===== config.mk =====
export PLATFORM = sky130hd
export DESIGN_NAME = scaler_phase_calc
export DESIGN_NICKNAME = d
export VERILOG_FILES = /design/src/rtl/scaler_phase_calc.sv
export SDC_FILE = /design/constraint.sdc
export NUM_CORES = 1
export LEC_CHECK = 0
export BUFFER_PORTS_ARGS = -buffer_cell sky130_fd_sc_hd__buf_2
export CAP_MARGIN = 10
export CORE_UTILIZATION = 50
export CTS_CLUSTER_DIAMETER = 100
export DETAILED_ROUTE_END_ITERATION = 16
export GPL_TIMING_DRIVEN = 0
export PLACE_DENSITY = 0.79
export SYNTH_ARGS = -nofsm -noshare
export SYNTH_HDL_FRONTEND = slang
export SYNTH_SLANG_ARGS = --single-unit

===== constraint.sdc =====
create_clock -name clk -period 4.8 [get_ports clk]
set_input_delay 0 -clock clk [delete_from_list [all_inputs] [get_ports clk]]
set_output_delay 0 -clock clk [all_outputs]
set_load 0.01 [all_outputs]

===== src/rtl/scaler_phase_calc.sv =====
module scaler_phase_calc #(
  parameter int PLANES = 8,
  parameter int SZ_W   = 16,
  parameter int FR_W   = 16,
  parameter int PH_SH  = 4
) (
  input  logic                    clk,
  input  logic                    rst_n,
  input  logic                    start,
  input  logic [PLANES-1:0]       plane_mask,
  input  logic [SZ_W+FR_W-1:0]    src_w,
  input  logic [SZ_W+FR_W-1:0]    src_h,
  input  logic [SZ_W-1:0]         dst_w,
  input  logic [SZ_W-1:0]         dst_h,
  input  logic                    rotated,
  output logic [SZ_W+FR_W-1:0]    h_factor,
  output logic [SZ_W+FR_W-1:0]    v_factor,
  output logic [SZ_W+PH_SH-1:0]   h_init,
  output logic [SZ_W+PH_SH-1:0]   v_init,
  output logic [SZ_W+FR_W-1:0]    h_delta,
  output logic [SZ_W+FR_W-1:0]    v_delta,
  output logic [SZ_W-1:0]         in_w,
  output logic [SZ_W-1:0]         in_h,
  output logic [SZ_W-1:0]         out_w,
  output logic [SZ_W-1:0]         out_h,
  output logic                    enh_en,
  output logic                    scale_en,
  output logic                    err,
  output logic                    done
);
  localparam int SRC_W  = SZ_W + FR_W;
  localparam int NUM_W  = SZ_W + 2 * FR_W;
  localparam int INIT_W = SZ_W + PH_SH;
  localparam int CNT_W  = $clog2(NUM_W);
  localparam logic [2:0] LAST_OP = 3'd5;

  typedef enum logic [1:0] {S_IDLE, S_LOAD, S_RUN, S_STORE} st_t;

  st_t              st;
  logic [2:0]       op;
  logic [CNT_W-1:0] cnt;
  logic [NUM_W-1:0] qn;
  logic [SRC_W-1:0] rem;
  logic [SRC_W-1:0] src_w_r, src_h_r;

  logic [NUM_W-1:0] num_sel;
  logic [SRC_W-1:0] den_sel;
  logic [SRC_W:0]   trial, diff;
  logic             ge;
  logic [INIT_W-1:0] rnd;

  wire multi    = |(plane_mask & (plane_mask - PLANES'(1)));
  wire zero_dim = (src_w == '0) | (src_h == '0) | (dst_w == '0) | (dst_h == '0);
  wire reject   = (plane_mask == '0) | multi | zero_dim;

  always_comb begin
    num_sel = '0;
    den_sel = '0;
    case (op)
      3'd0: begin num_sel = NUM_W'(out_w) << (2 * FR_W); den_sel = src_w_r; end
      3'd1: begin num_sel = NUM_W'(out_h) << (2 * FR_W); den_sel = src_h_r; end
      3'd2: begin num_sel = NUM_W'(in_w) << PH_SH;       den_sel = SRC_W'(out_w); end
      3'd3: begin num_sel = NUM_W'(in_w) << FR_W;        den_sel = SRC_W'(out_w); end
      3'd4: begin num_sel = NUM_W'(in_h) << PH_SH;       den_sel = SRC_W'(out_h); end
      3'd5: begin num_sel = NUM_W'(in_h) << FR_W;        den_sel = SRC_W'(out_h); end
      default: ;
    endcase
  end

  assign trial = {rem, qn[NUM_W-1]};
  assign diff  = trial - {1'b0, den_sel};
  assign ge    = trial >= {1'b0, den_sel};
  assign rnd   = {1'b0, qn[INIT_W-1:1]} + {{(INIT_W-1){1'b0}}, qn[0]};

  assign enh_en = scale_en & ((|h_factor[SRC_W-1:FR_W+1]) | (|v_factor[SRC_W-1:FR_W+1]));

  always_ff @(posedge clk or negedge rst_n) begin
    if (!rst_n) begin
      st <= S_IDLE; op <= '0; cnt <= '0; qn <= '0; rem <= '0;
      src_w_r <= '0; src_h_r <= '0;
      h_factor <= '0; v_factor <= '0; h_init <= '0; v_init <= '0;
      h_delta <= '0; v_delta <= '0; in_w <= '0; in_h <= '0;
      out_w <= '0; out_h <= '0; scale_en <= 1'b0; err <= 1'b0; done <= 1'b0;
    end else begin
      done <= 1'b0;
      case (st)
        S_IDLE: if (start) begin
          scale_en <= 1'b0;
          if (reject) begin
            h_factor <= '0; v_factor <= '0; h_init <= '0; v_init <= '0;
            h_delta <= '0; v_delta <= '0; in_w <= '0; in_h <= '0;
            out_w <= '0; out_h <= '0;
            err  <= (plane_mask != '0);
            done <= 1'b1;
          end else begin
            err     <= 1'b0;
            src_w_r <= src_w;
            src_h_r <= src_h;
            out_w   <= dst_w;
            out_h   <= dst_h;
            in_w    <= rotated ? src_h[SRC_W-1:FR_W] : src_w[SRC_W-1:FR_W];
            in_h    <= rotated ? src_w[SRC_W-1:FR_W] : src_h[SRC_W-1:FR_W];
            op      <= '0;
            st      <= S_LOAD;
          end
        end
        S_LOAD: begin
          qn  <= num_sel;
          rem <= '0;
          cnt <= '0;
          st  <= S_RUN;
        end
        S_RUN: begin
          qn  <= {qn[NUM_W-2:0], ge};
          rem <= ge ? diff[SRC_W-1:0] : trial[SRC_W-1:0];
          cnt <= cnt + CNT_W'(1);
          if (cnt == CNT_W'(NUM_W - 1)) st <= S_STORE;
        end
        S_STORE: begin
          case (op)
            3'd0: h_factor <= qn[SRC_W-1:0];
            3'd1: v_factor <= qn[SRC_W-1:0];
            3'd2: h_init   <= rnd;
            3'd3: h_delta  <= qn[SRC_W-1:0];
            3'd4: v_init   <= rnd;
            default: v_delta <= qn[SRC_W-1:0];
          endcase
          if (op == LAST_OP) begin
            scale_en <= 1'b1;
            done     <= 1'b1;
            st       <= S_IDLE;
          end else begin
            op <= op + 3'd1;
            st <= S_LOAD;
          end
        end
        default: st <= S_IDLE;
      endcase
    end
  end

  assert_empty_mask_R1: assert property (@(posedge clk) disable iff (!rst_n)
    (st == S_IDLE && start && plane_mask == '0) |=> (done && !err && !scale_en && h_factor == '0));

  assert_multi_mask_R2: assert property (@(posedge clk) disable iff (!rst_n)
    (st == S_IDLE && start && multi) |=> (done && err && !scale_en));

  assert_rem_bound_R3: assert property (@(posedge clk) disable iff (!rst_n)
    (st == S_RUN) |-> (rem < den_sel));

  assert_err_excl_R8: assert property (@(posedge clk) disable iff (!rst_n)
    err |-> !scale_en);

  assert_zero_div_R9: assert property (@(posedge clk) disable iff (!rst_n)
    (st == S_IDLE && start && plane_mask != '0 && !multi && zero_dim) |=> (done && err));

  assert_done_pulse_R10: assert property (@(posedge clk) disable iff (!rst_n)
    done |=> !done);

  assert_hold_R10: assert property (@(posedge clk) disable iff (!rst_n)
    (st == S_IDLE && !start) |=> ($stable(h_factor) && $stable(v_delta) && $stable(err)));
endmodule


# Word-level counts from Yosys, hierarchy flattened
# Index checks and enable logic that the tools add are counted.
dict set report classes {
  n_shift 0
  add_sub_neg 5
  n_eq_ne 21
  magnitude_cmp 1
  n_mux 45
  div_mod_pow 0
  bitwise 9
  reduce_logical 27
  mul 0
}
# op count
set ops {}
lappend ops {{$pmux 32 s2} 5}
lappend ops {{$pmux 48 s6} 1}
lappend ops {{$mux 32} 7}
lappend ops {{$pmux 32 s4} 1}
lappend ops {{$mux 16} 6}
lappend ops {{$pmux 48 s2} 1}
lappend ops {{$mux 20} 4}
lappend ops {{$pmux 20 s2} 2}
lappend ops {{$logic_not 32->1} 2}
lappend ops {{$ge 33x32->1} 1}
lappend ops {{$logic_not 16->1} 2}
lappend ops {{$sub 32x32->32} 1}
lappend ops {{$reduce_or 15->1} 2}
lappend ops {{$reduce_and 4->1} 7}
lappend ops {{$add 19x1->20} 1}
lappend ops {{$ne 2x2->1 const B} 7}
lappend ops {{$pmux 6 s2} 1}
lappend ops {{$ne 2x1->1 const B} 5}
lappend ops {{$mux 3} 3}
lappend ops {{$reduce_and 3->1} 3}
lappend ops {{$and 8x8->8} 1}
lappend ops {{$logic_not 8->1} 1}
lappend ops {{$pmux 2 s4} 1}
lappend ops {{$reduce_bool 8->1} 1}
lappend ops {{23 further kinds} 42}
dict set report word_totals {
  regBits 390
  latchBits 0
  elab_cells 128
  out_inout_bits 236
  n_memories 0
  ramBits 0
  in_bits 108
  mem_bits_ro 0
}

# Depth between registers and ports, before layout
# Gate-level depths: netlist of run 1.
dict set report depth {
  ltp_word 8
  depth_mapped 21
  mapped_depth_nobuf 19
}

# Worst setup path after synthesis of run 1
# No wires, ideal clock.
dict set report synth_timing {
  path_type {reg-to-reg}
  start {register op[0]}
  end {register rem[28]}
  setup_time_ps 95
  t_required_ps 4705
  setup_slack_ps 573
  period_less_slack_ps 4227
  arrival_time_ps 4132
  path_stages_with_launch 21
  n_path_buf 2
  cell_sequence {dfrtp_1 > inv_1 > ha_1 > clkbuf_1 > nor2_1 > nor2_1 > clkbuf_1 > a22oi_1 > o21ai_0 > ha_1 > inv_1 > fa_1 > a21o_1 > a221oi_2 > or4_1 > nand3_1 > o311ai_1 > a21oi_1 > o31a_1 > o21a_1 > o31ai_1}
}
dict set report synth_via {
  elab_chain_cells 6
  elab_cells_between_ends 13
  cone_classes {add/sub: 1; order compare: 1; eq/ne: 5; mux: 3; reduce/logical: 3}
}
# item line_no
set synth_lines {}
lappend synth_lines {{start, declared} 40} ;# logic [2:0] op;
lappend synth_lines {{start signal, assigned} 133} ;# op <= op + 3'd1;
lappend synth_lines {{$eq 3x3->1 / $eq 3x2->1 (equally long branches)} 59} ;# case (op)
lappend synth_lines {{$reduce_or 2->1 (no line)} -}
lappend synth_lines {{$pmux 32 s4 *} 59}
lappend synth_lines {{$sub 32x32->32 / $ge 33x32->1 (equally long branches)} {71, 72}}
lappend synth_lines {{$mux 32 *} 115} ;# rem <= ge ? diff[SRC_W-1:0] : trial[SRC_W-1:0];
lappend synth_lines {{$pmux 32 s2 *} 86} ;# case (st)
lappend synth_lines {{end signal, assigned} 115}
lappend synth_lines {{end, declared} 43} ;# logic [SRC_W-1:0] rem;
# Every way passes the cells marked *; elsewhere a longest branch is shown, timed or not.
# A chain may end at the register's enable or synchronous reset.

# Final worst setup path of run 1
# Ends and elaborated chain as after synthesis.

==> results of run 1 <==
## per-stage QoR
stage,total power [uW],setup WS [ns],utilization [%]
after CTS,14800,0.00000666,65.1
after global routing,16200,-0.0186,66.0
after global placement,10900,-3.58,57.5
final,15400,0.154,66.0
after floorplan,8950,0.573,-
after detailed placement,11000,-0.756,57.8
## worst max-delay path: stages (launching register included)
cell,delay (ns)
sky130_fd_sc_hd__dfrtp_1,0.42
sky130_fd_sc_hd__inv_1,0.12
sky130_fd_sc_hd__ha_2,0.24
sky130_fd_sc_hd__buf_6,0.18
sky130_fd_sc_hd__nor2_2,0.07
sky130_fd_sc_hd__nor2_4,0.22
sky130_fd_sc_hd__buf_8,0.22
sky130_fd_sc_hd__a22oi_1,0.11
sky130_fd_sc_hd__o21ai_1,0.17
sky130_fd_sc_hd__ha_1,0.25
sky130_fd_sc_hd__inv_1,0.07
sky130_fd_sc_hd__fa_1,0.40
sky130_fd_sc_hd__a21o_1,0.24
sky130_fd_sc_hd__a221oi_4,0.35
sky130_fd_sc_hd__or4_1,0.16
sky130_fd_sc_hd__nand3_1,0.19
sky130_fd_sc_hd__o311ai_4,0.33
sky130_fd_sc_hd__a21oi_2,0.16
sky130_fd_sc_hd__o31a_1,0.28
sky130_fd_sc_hd__o21a_1,0.18
sky130_fd_sc_hd__o31ai_1,0.18
## cell type report
| class | instances | area share (%) |
|---|---|---|
| antenna | 7 | 0.0718 |
| buffer | 134 | 2.42 |
| clock buffer | 62 | 5.29 |
| clock inverter | 15 | 1.14 |
| inverter | 30 | 0.462 |
| multi-input combinational | 1353 | 36.1 |
| sequential | 390 | 40.0 |
| tap | 504 | 2.59 |
| timing repair buffer | 454 | 11.9 |
## synthesized netlist by cell type, types with 2 or more instances
cell type / n / area (um^2)
sky130_fd_sc_hd__and3_1: 32 / 200
sky130_fd_sc_hd__a211o_1: 2 / 17.5
sky130_fd_sc_hd__xor2_1: 14 / 123
sky130_fd_sc_hd__a21o_1: 17 / 128
sky130_fd_sc_hd__nor2b_1: 6 / 37.5
sky130_fd_sc_hd__or4_1: 2 / 15.0
sky130_fd_sc_hd__buf_1: 8 / 30.0
sky130_fd_sc_hd__o31ai_1: 37 / 278
sky130_fd_sc_hd__dfrtp_1: 390 / 9760
sky130_fd_sc_hd__nor3_1: 8 / 40.0
sky130_fd_sc_hd__mux2_2: 88 / 991
sky130_fd_sc_hd__or3_1: 8 / 50.1
sky130_fd_sc_hd__a211oi_1: 5 / 37.5
sky130_fd_sc_hd__a21boi_0: 6 / 45.0
sky130_fd_sc_hd__a221oi_1: 15 / 131
sky130_fd_sc_hd__nand4_1: 17 / 106
sky130_fd_sc_hd__buf_2: 18 / 90.1
sky130_fd_sc_hd__o221ai_1: 2 / 17.5
sky130_fd_sc_hd__a221o_1: 4 / 40.0
sky130_fd_sc_hd__o32ai_1: 2 / 17.5
sky130_fd_sc_hd__nor4_1: 33 / 206
sky130_fd_sc_hd__a31oi_1: 4 / 25.0
sky130_fd_sc_hd__a22o_1: 3 / 26.3
sky130_fd_sc_hd__mux2i_1: 44 / 440
sky130_fd_sc_hd__nand3_1: 25 / 125
sky130_fd_sc_hd__o21ai_0: 249 / 1250
sky130_fd_sc_hd__inv_1: 29 / 109
sky130_fd_sc_hd__nor2_1: 51 / 191
sky130_fd_sc_hd__nand2_1: 333 / 1250
sky130_fd_sc_hd__clkbuf_1: 107 / 402
sky130_fd_sc_hd__o211ai_1: 2 / 15.0
sky130_fd_sc_hd__o2bb2ai_1: 23 / 201
sky130_fd_sc_hd__a21oi_1: 91 / 455
sky130_fd_sc_hd__a22oi_1: 97 / 728
sky130_fd_sc_hd__nand2b_1: 8 / 50.1
sky130_fd_sc_hd__xnor2_1: 27 / 236
sky130_fd_sc_hd__a32oi_1: 3 / 26.3
sky130_fd_sc_hd__and2_1: 16 / 100
sky130_fd_sc_hd__o21bai_1: 5 / 37.5
sky130_fd_sc_hd__ha_1: 43 / 538
sky130_fd_sc_hd__o22a_1: 2 / 17.5
sky130_fd_sc_hd__o21a_1: 8 / 60.1
## cells in the final DEF, fill, tap and decap left out, types with 6 or more instances in the layout
cell | Yosys | layout
sky130_fd_sc_hd__o21ai_0 | 249 | 247
sky130_fd_sc_hd__clkinv_2 | 0 | 6
sky130_fd_sc_hd__mux2i_1 | 44 | 43
sky130_fd_sc_hd__nand3_1 | 25 | 25
sky130_fd_sc_hd__o31ai_1 | 37 | 37
sky130_fd_sc_hd__clkbuf_1 | 107 | 102
sky130_fd_sc_hd__and2_1 | 16 | 16
sky130_fd_sc_hd__nand2_1 | 333 | 332
sky130_fd_sc_hd__o21a_1 | 8 | 8
sky130_fd_sc_hd__buf_1 | 8 | 7
sky130_fd_sc_hd__clkbuf_16 | 0 | 45
sky130_fd_sc_hd__nand2b_1 | 8 | 8
sky130_fd_sc_hd__a21o_1 | 17 | 17
sky130_fd_sc_hd__nor3_1 | 8 | 8
sky130_fd_sc_hd__a221oi_4 | 0 | 8
sky130_fd_sc_hd__a22oi_1 | 97 | 92
sky130_fd_sc_hd__mux2_2 | 88 | 88
sky130_fd_sc_hd__or3_1 | 8 | 8
sky130_fd_sc_hd__dlygate4sd3_1 | 0 | 102
sky130_fd_sc_hd__inv_1 | 29 | 28
sky130_fd_sc_hd__ha_1 | 43 | 36
sky130_fd_sc_hd__bufinv_16 | 0 | 8
sky130_fd_sc_hd__clkbuf_8 | 0 | 10
sky130_fd_sc_hd__diode_2 | 0 | 7
sky130_fd_sc_hd__buf_2 | 18 | 361
sky130_fd_sc_hd__nor2_1 | 51 | 48
sky130_fd_sc_hd__o2bb2ai_1 | 23 | 23
sky130_fd_sc_hd__and3_1 | 32 | 32
sky130_fd_sc_hd__a21oi_1 | 91 | 88
sky130_fd_sc_hd__nor4_1 | 33 | 33
sky130_fd_sc_hd__xor2_1 | 14 | 14
sky130_fd_sc_hd__dfrtp_1 | 390 | 389
sky130_fd_sc_hd__nand4_1 | 17 | 17
sky130_fd_sc_hd__xnor2_1 | 27 | 27
## sequential cells by signal (all words and copies together) (netlist names), 16 cells and up
name and count:
in_h 16, v_init 20, out_w 16, v_delta 32, h_delta 32, in_w 16
src_h_r 32, v_factor 32, src_w_r 32, qn 48, h_factor 32, rem 32
out_h 16, h_init 20
## power groups by stage
stage	combinational, uW	sequential (uW)	clock [uW]
2_1_floorplan	5070	3890	0
3_3_place_gp	6970	3940	0
3_5_place_dp	7080	3950	0
4_1_cts	7290	3900	3640
5_1_grt	8490	3960	3780
6_report	7870	3930	3640
## per-layer routing
layer	vias to the layer above	track usage, %	wire (um)
met5	-	0	0
met4	0	19.5	4090
met3	234	5.92	5830
met2	1137	58.0	32200
met1	8740	42.0	25100
li1	7905	-	-
## repair_timing
action | CTS | global route
gates resized for setup | 25 | 67
setup endpoints to repair | 33 | 33
pin swaps | 1 | 8
setup buffers | 0 | 5
hold endpoints to repair | 402 | 0
hold buffers | 103 | 0
## worst min-delay path by stage
stage	start	to	slack, ns	depth (start not counted)
after global routing	rst_n	h_factor[12]$_DFFE_PN0P_	0.08	3
after detailed placement	rst_n	h_factor[12]$_DFFE_PN0P_	-0.08	1
after CTS	rst_n	h_factor[12]$_DFFE_PN0P_	0.05	3
after floorplan	rst_n	cnt[0]$_DFFE_PN0P_	-0.30	0
after global placement	src_w[8]	src_w_r[8]$_DFFE_PN0P_	0.25	2
final	rst_n	h_factor[12]$_DFFE_PN0P_	0.06	3
## logic make-up after synthesis
family	share of synthesized area [%]
AOI/OAI and AO/OA	19.8
and+or+nand+nor	12.7
DFF	51.6
buffers and inverters	3.45
muxes	7.57
adders and majority gates	2.95
xor gates and xnor gates	1.90
==> metrics.md, run 1 <==
| Metric | Value |
|---|---|
| Synthesis Warnings | `0` |
| Type of the most critical hold path | `input port to asynchronous set/reset pin` |
| Leakage | `0.0118 uW` |
| IR drop worst, VDD | `0.000490 V` |
| Final setup violation count | `0` |
| Launch point of the critical path | `op[0]$_DFFE_PN0P_` |
| Number of antenna violations at the first check in global routing | `5` |
| Number of failing hold endpoints at the final stage | `0` |
| Placed Instances | `2,757` |
| TritonCTS clock tree | `yes` |
| Total overflow reported by the global router | `0` |
| Type of the worst setup path | `flop to flop` |
| Vias/cell | `6.11` |
| Slew of the pin with the lowest slew margin | `0.831 ns` |
| Number of nets in the final layout | `2,557` |
| Starting Density | `51.2%` |
| Data required time at the worst endpoint | `5.26 ns` |
| Post-detailed-route count of antenna-violating nets | `0` |
| Detailed-router iteration count before antenna repair | `9` |
| Maximum fanout along the worst path | `10` |
| Post-route non-filler standard cell count | `2,949` |
| Post-synthesis async set-or-reset flop share | `100%` |
| Number of pins with negative max-slew slack in the final report | `0` |
| Number of buffers inserted by port buffering | `342` |
| Highest attainable clock frequency | `215 MHz` |
| Final period utilization | `96.8%` |
| Post-route design area | `24,400 um^2` |
| P per Cell Area | `633 nW/um^2` |
| Post-synth EDFFs | `0` |
| Worst Skew | `0.0164 ns` |
| Largest net degree at the start of global routing | `132` |
| Syn-to-layout area delta | `28.9%` |
| Post-Route Setup TNS | `0 ns` |
| Sequential cell fraction of total power | `25.5%` |
| Tot GR Track Use | `34.4%` |
| Number of max-cap violations | `0` |
| Dpl cell area | `21,400 um^2` |
| Clock network fraction of total power | `23.6%` |
| Cell area after synthesis | `18,900 um^2` |
| Top flip-flop cell by instance count after synthesis | `sky130_fd_sc_hd__dfrtp_1` |
| Number of cells produced by synthesis | `1,908` |
| Die Y | `197 um` |
| Sort of element at the start of the critical path | `flop` |
| Source of the worst register-to-register timing path | `op[0]$_DFFE_PN0P_` |
| Fill cells | `2,856` |
| Num ports | `344` |
| Combinational share of power | `51.0%` |
| Via count of the first global-routing pass | `17,516` |
| Avg Synthesized Cell Area | `9.91 um^2` |
| Number of vias in the routed layout | `18,016` |
| Sequential Area | `9760 um^2` |
| Number of clock buffers inserted by TritonCTS | `42` |
| # H-tree levels | `2` |
| Worst r2r dst | `rem[28]$_DFFE_PN0P_` |
| Tightest hold margin | `0.0555 ns` |
| Floorplan die area | `38,600 um^2` |
| Number of clock sinks seen by CTS | `390` |
| Synthesis-stage register bit count | `390` |
| Kind of end point of the critical path | `flop` |
| Fraction of final layout cells sized beyond drive strength 1 | `24.2%` |
| Weighted congestion at the end of routability-driven global placement | `0.966` |
| Sequential-to-total area share from yosys stat | `51.6%` |
| Max Buffers Root-to-Sink | `3` |
| Iter 0 DRT Violations | `1,857` |
| Slew margin rel. | `44.6%` |
| Area of the multi-input gates | `8810 um^2` |
| Detailed placement HPWL | `49.4 mm` |
| Worst setup path endpoint | `rem[28]$_DFFE_PN0P_` |
| Switching power of the nets | `6700 uW` |
| Number of unique standard cell types used by synthesis | `66` |
| Placeable core area | `37,000 um^2` |
| Wire length of the first global-routing pass | `102 mm` |
| Cell-internal power | `8740 uW` |
| Count of standard-cell rows | `70` |
| Clock input transition at the sequential cells of the worst setup and hold paths | `0.06 ns` |
| Clock latency on the worst-skew pair | `0.55 ns` |
| Cell chosen for the clock root | `sky130_fd_sc_hd__clkbuf_16` |
| DRC errors left | `0` |
| FF-to-FF setup slack | `0.15 ns` |
| Worst Path Arrival | `5.11 ns` |
| Wirelength, routed | `67.2 mm` |
| Total nets after synthesis | `2,060` |
| Drt wl/cell | `22.8 um` |
| Die span in x | `197 um` |
| Switching Fraction | `43.4%` |
| Cell depth of the worst flop-to-flop path | `20` |
| Final Critical Period | `4.65 ns` |
| Result of the run | `finished, final reports clean` |
No activity file was read; power rests on OpenSTA's default activity.
==> run 2, diff against run 1 <==
- ABC_AREA: unset -> 1
- PLACE_DENSITY: 0.79 -> 0.78
- SETUP_SLACK_MARGIN: unset -> 0.5
==> run 2 against run 1 <==
Net effect: clock skew down 0.0020 ns; clock power down 9.6%; wire length up 16%; cell area up 3.3%; area after synthesis up 6.7%; combinational power up 24%; highest routed layer unchanged; largest power group unchanged; global-route usage up 3.0 points; register-to-register slack better by 0.53 ns; via count up 19%.
==> metrics.md, run 2 <==
| Metric | Value |
|---|---|
| Clock latency on the worst-skew pair | `0.57 ns` |
| Data required time at the worst endpoint | `5.20 ns` |
| Sequential-to-total area share from yosys stat | `48.4%` |
| Top flip-flop cell by instance count after synthesis | `sky130_fd_sc_hd__dfrtp_1` |
| Iter 0 DRT Violations | `2,409` |
| Number of buffers inserted by port buffering | `342` |
| Library cell with the highest instance count after synthesis | `sky130_fd_sc_hd__nand2_1` |
| Ranking of synthesized cells by instance count | `918 x sky130_fd_sc_hd__nand2_1, 390 x sky130_fd_sc_hd__dfrtp_1, 297 x sky130_fd_sc_hd__inv_1, 290 x sky130_fd_sc_hd__o21ai_0, 178 x sky130_fd_sc_hd__nand3_1` |
| Cell area after synthesis | `20,200 um^2` |
| Cell chain of the critical path | `inv_1, ha_1, nand2_1, inv_2, nor2_4, clkbuf_4, o22ai_1, a221oi_2, ha_1, nand2_1, inv_1, nand2_1, nand3_1, inv_1, nand2_1, inv_1, nand2_1, nand2_2, buf_2, nand3_1, nand3_1, o21ai_0` |
| Register bank with the most flops | `qn` |
| Maximum fanout along the worst path | `10` |
| Post-synthesis async set-or-reset flop share | `100%` |
| Result of the run | `finished, final reports clean` |
| Final period utilization | `85.8%` |
| Drt wl/cell | `21.1 um` |
| DRC errors left | `0` |
| Kind of end point of the critical path | `flop` |
| Synthesis-stage register bit count | `390` |
| ANT cells | `0` |
| Cell type group with the largest total delay on the critical path | `simple AND/OR/NAND/NOR gates` |
| Count of buffer and inverter cells on the critical path | `7` |
| Highest attainable clock frequency | `243 MHz` |
| Cell type with the highest occurrence count on the critical path | `sky130_fd_sc_hd__nand2_1` |
| Die Y | `203 um` |
| Slew of the pin with the lowest slew margin | `0.861 ns` |
| Post-detailed-route count of antenna-violating nets | `0` |
| Clock input transition at the sequential cells of the worst setup and hold paths | `0.06 ns` |
| Unrepaired setup endpoints after global routing | `yes` |
| Number of failing hold endpoints at the final stage | `0` |
| Count of standard-cell rows | `73` |
| Max Buffers Root-to-Sink | `3` |
| Post-synth EDFFs | `0` |
| Area of the multi-input gates | `8790 um^2` |
| Fraction of final layout cells sized beyond drive strength 1 | `15.6%` |
| Leakage | `0.0132 uW` |
| Synthesis Warnings | `0` |
| Commonest cells after routing, fill and taps aside | `914 x sky130_fd_sc_hd__nand2_1, 390 x sky130_fd_sc_hd__dfrtp_1, 358 x sky130_fd_sc_hd__buf_2, 296 x sky130_fd_sc_hd__inv_1, 290 x sky130_fd_sc_hd__o21ai_0` |
| FF-to-FF setup slack | `0.68 ns` |
| Weighted congestion at the end of routability-driven global placement | `1.00` |
| Final Critical Period | `4.12 ns` |
| Wirelength, routed | `77.8 mm` |
| CP max-delay cell | `sky130_fd_sc_hd__dfrtp_1` |
| Tot GR Track Use | `37.5%` |
| Slew margin rel. | `42.6%` |
| Number of nets in the final layout | `3,294` |
| Number of antenna violations at the first check in global routing | `0` |
| Via count of the first global-routing pass | `20,530` |
| Detailed placement HPWL | `59.4 mm` |
| Num ports | `344` |
| Largest net degree at the start of global routing | `117` |
| Placeable core area | `39,700 um^2` |
| Detailed-router iteration count before antenna repair | `6` |
| Fill cells | `3,435` |
| Avg Synthesized Cell Area | `7.62 um^2` |
| P per Cell Area | `681 nW/um^2` |
| Sequential Area | `9760 um^2` |
| Number of pins with negative max-slew slack in the final report | `0` |
| Sort of element at the start of the critical path | `flop` |
| Worst Skew | `0.0144 ns` |
| Number of clock buffers inserted by TritonCTS | `42` |
| Wire length of the first global-routing pass | `118 mm` |
| Number of vias in the routed layout | `21,414` |
| Type of the most critical hold path | `input port to asynchronous set/reset pin` |
| Total nets after synthesis | `2,799` |
| Number of cells produced by synthesis | `2,647` |
| Starting Density | `50.8%` |
| # H-tree levels | `2` |
| Dpl cell area | `22,600 um^2` |
| Vias/cell | `5.80` |
| Number of clock sinks seen by CTS | `390` |
| Cell chosen for the clock root | `sky130_fd_sc_hd__clkbuf_16` |
| Syn-to-layout area delta | `24.8%` |
| TritonCTS clock tree | `yes` |
| Tightest hold margin | `0.0301 ns` |
| Post-Route Setup TNS | `0 ns` |
| Max FFs per register | `48` |
| Cell type with the largest total area after synthesis | `sky130_fd_sc_hd__dfrtp_1` |
| Final setup violation count | `0` |
| Total overflow reported by the global router | `0` |
| Floorplan die area | `41,200 um^2` |
| Synth top area cells | `sky130_fd_sc_hd__dfrtp_1 48%, sky130_fd_sc_hd__nand2_1 17%, sky130_fd_sc_hd__o21ai_0 7.2%` |
| Die span in x | `203 um` |
| Most common cell after layout, fill and taps aside | `sky130_fd_sc_hd__nand2_1` |
| CP max stage delay | `0.44 ns` |
| Type of the worst setup path | `flop to flop` |
| Number of max-cap violations | `0` |
| Number of unique standard cell types used by synthesis | `43` |
| IR drop worst, VDD | `0.000571 V` |
| Worst Path Arrival | `4.52 ns` |
| Share of the synthesized area in the top cell type | `48.4%` |
| Post-route design area | `25,200 um^2` |
[run 2: repair_timing]
action                                 CTS  global route
resized for setup                       15            24
setup buffers                            0             1
pin swaps                                0             2
endpoints found under the hold margin  403             0
hold buffers                           105             0
setup endpoints to repair               33            32
[run 2: area by class of cell]
type / count / share of cell area (%)
inverter: 303 / 4.52
buffer: 120 / 2.38
multi-input combinational: 1834 / 34.9
clock buffer: 54 / 4.63
tap: 525 / 2.61
clock inverter: 17 / 0.800
timing repair buffer: 451 / 11.4
sequential: 390 / 38.7
[run 2: cell families after synthesis]
family | after synthesis | share of synthesized area (%)
and+or+nand+nor | 1296 | 26.2
AOI/OAI and AO/OA | 478 | 13.4
buffers and inverters | 423 | 8.50
DFF | 390 | 48.4
adders and majority gates | 44 | 2.77
xor gates and xnor gates | 16 | 0.694
[run 2: path summary, 6_finish.rpt]
path,cells after the start,from,to
min,3,rst_n,h_delta[25]$_DFFE_PN0P_
max in group asynchronous,4,rst_n,out_h[8]$_DFFE_PN0P_
min in group clk,7,plane_mask[7],done$_DFF_PN0_
max reg2reg,22,op[0]$_DFFE_PN0P_,rem[10]$_DFFE_PN0P_
max,22,op[0]$_DFFE_PN0P_,rem[10]$_DFFE_PN0P_
min reg2reg,2,v_init[19]$_DFFE_PN0P_,v_init[19]$_DFFE_PN0P_
[run 2: layer usage]
metal | global-route usage (%) | share of wire [%] | vias to the layer above
li1 | - | - | 9591
met1 | 49.4 | 39 | 10236
met2 | 59.1 | 45 | 1381
met3 | 7.80 | 11 | 206
met4 | 17.8 | 4.9 | 0
met5 | 0 | 0 | -
[run 2: through the flow]
step | setup WS [ns] | total power, uW | utilization (%) | std cells
after global routing | 0.484 | 18300 | 63.4 | 3694
after CTS | 0.520 | 16800 | 63.2 | 3693
after detailed placement | -0.162 | 13400 | 57.0 | 3517
after global placement | -3.77 | 13300 | 56.8 | 3514
final | 0.683 | 17200 | 63.4 | 3694
after floorplan | 1.33 | 10500 | - | 2647
[run 2: worst reg2reg max path, cell delays in order (launching register included)]
cell	delay (ns)
sky130_fd_sc_hd__dfrtp_1	0.44
sky130_fd_sc_hd__inv_1	0.09
sky130_fd_sc_hd__ha_1	0.21
sky130_fd_sc_hd__nand2_1	0.17
sky130_fd_sc_hd__inv_2	0.13
sky130_fd_sc_hd__nor2_4	0.22
sky130_fd_sc_hd__clkbuf_4	0.27
sky130_fd_sc_hd__o22ai_1	0.13
sky130_fd_sc_hd__a221oi_2	0.28
sky130_fd_sc_hd__ha_1	0.35
sky130_fd_sc_hd__nand2_1	0.15
sky130_fd_sc_hd__inv_1	0.05
sky130_fd_sc_hd__nand2_1	0.06
sky130_fd_sc_hd__nand3_1	0.14
sky130_fd_sc_hd__inv_1	0.09
sky130_fd_sc_hd__nand2_1	0.13
sky130_fd_sc_hd__inv_1	0.10
sky130_fd_sc_hd__nand2_1	0.10
sky130_fd_sc_hd__nand2_2	0.22
sky130_fd_sc_hd__buf_2	0.31
sky130_fd_sc_hd__nand3_1	0.12
sky130_fd_sc_hd__nand3_1	0.09
sky130_fd_sc_hd__o21ai_0	0.11
[run 2: power breakdown]
part	switching, uW	leakage [uW]	internal, uW	total, uW
sequential	341	0.00538	3760	4100
combinational	6830	0.00717	2930	9760
clock	1400	0.000667	1890	3290
total	8570	0.0132	8580	17200
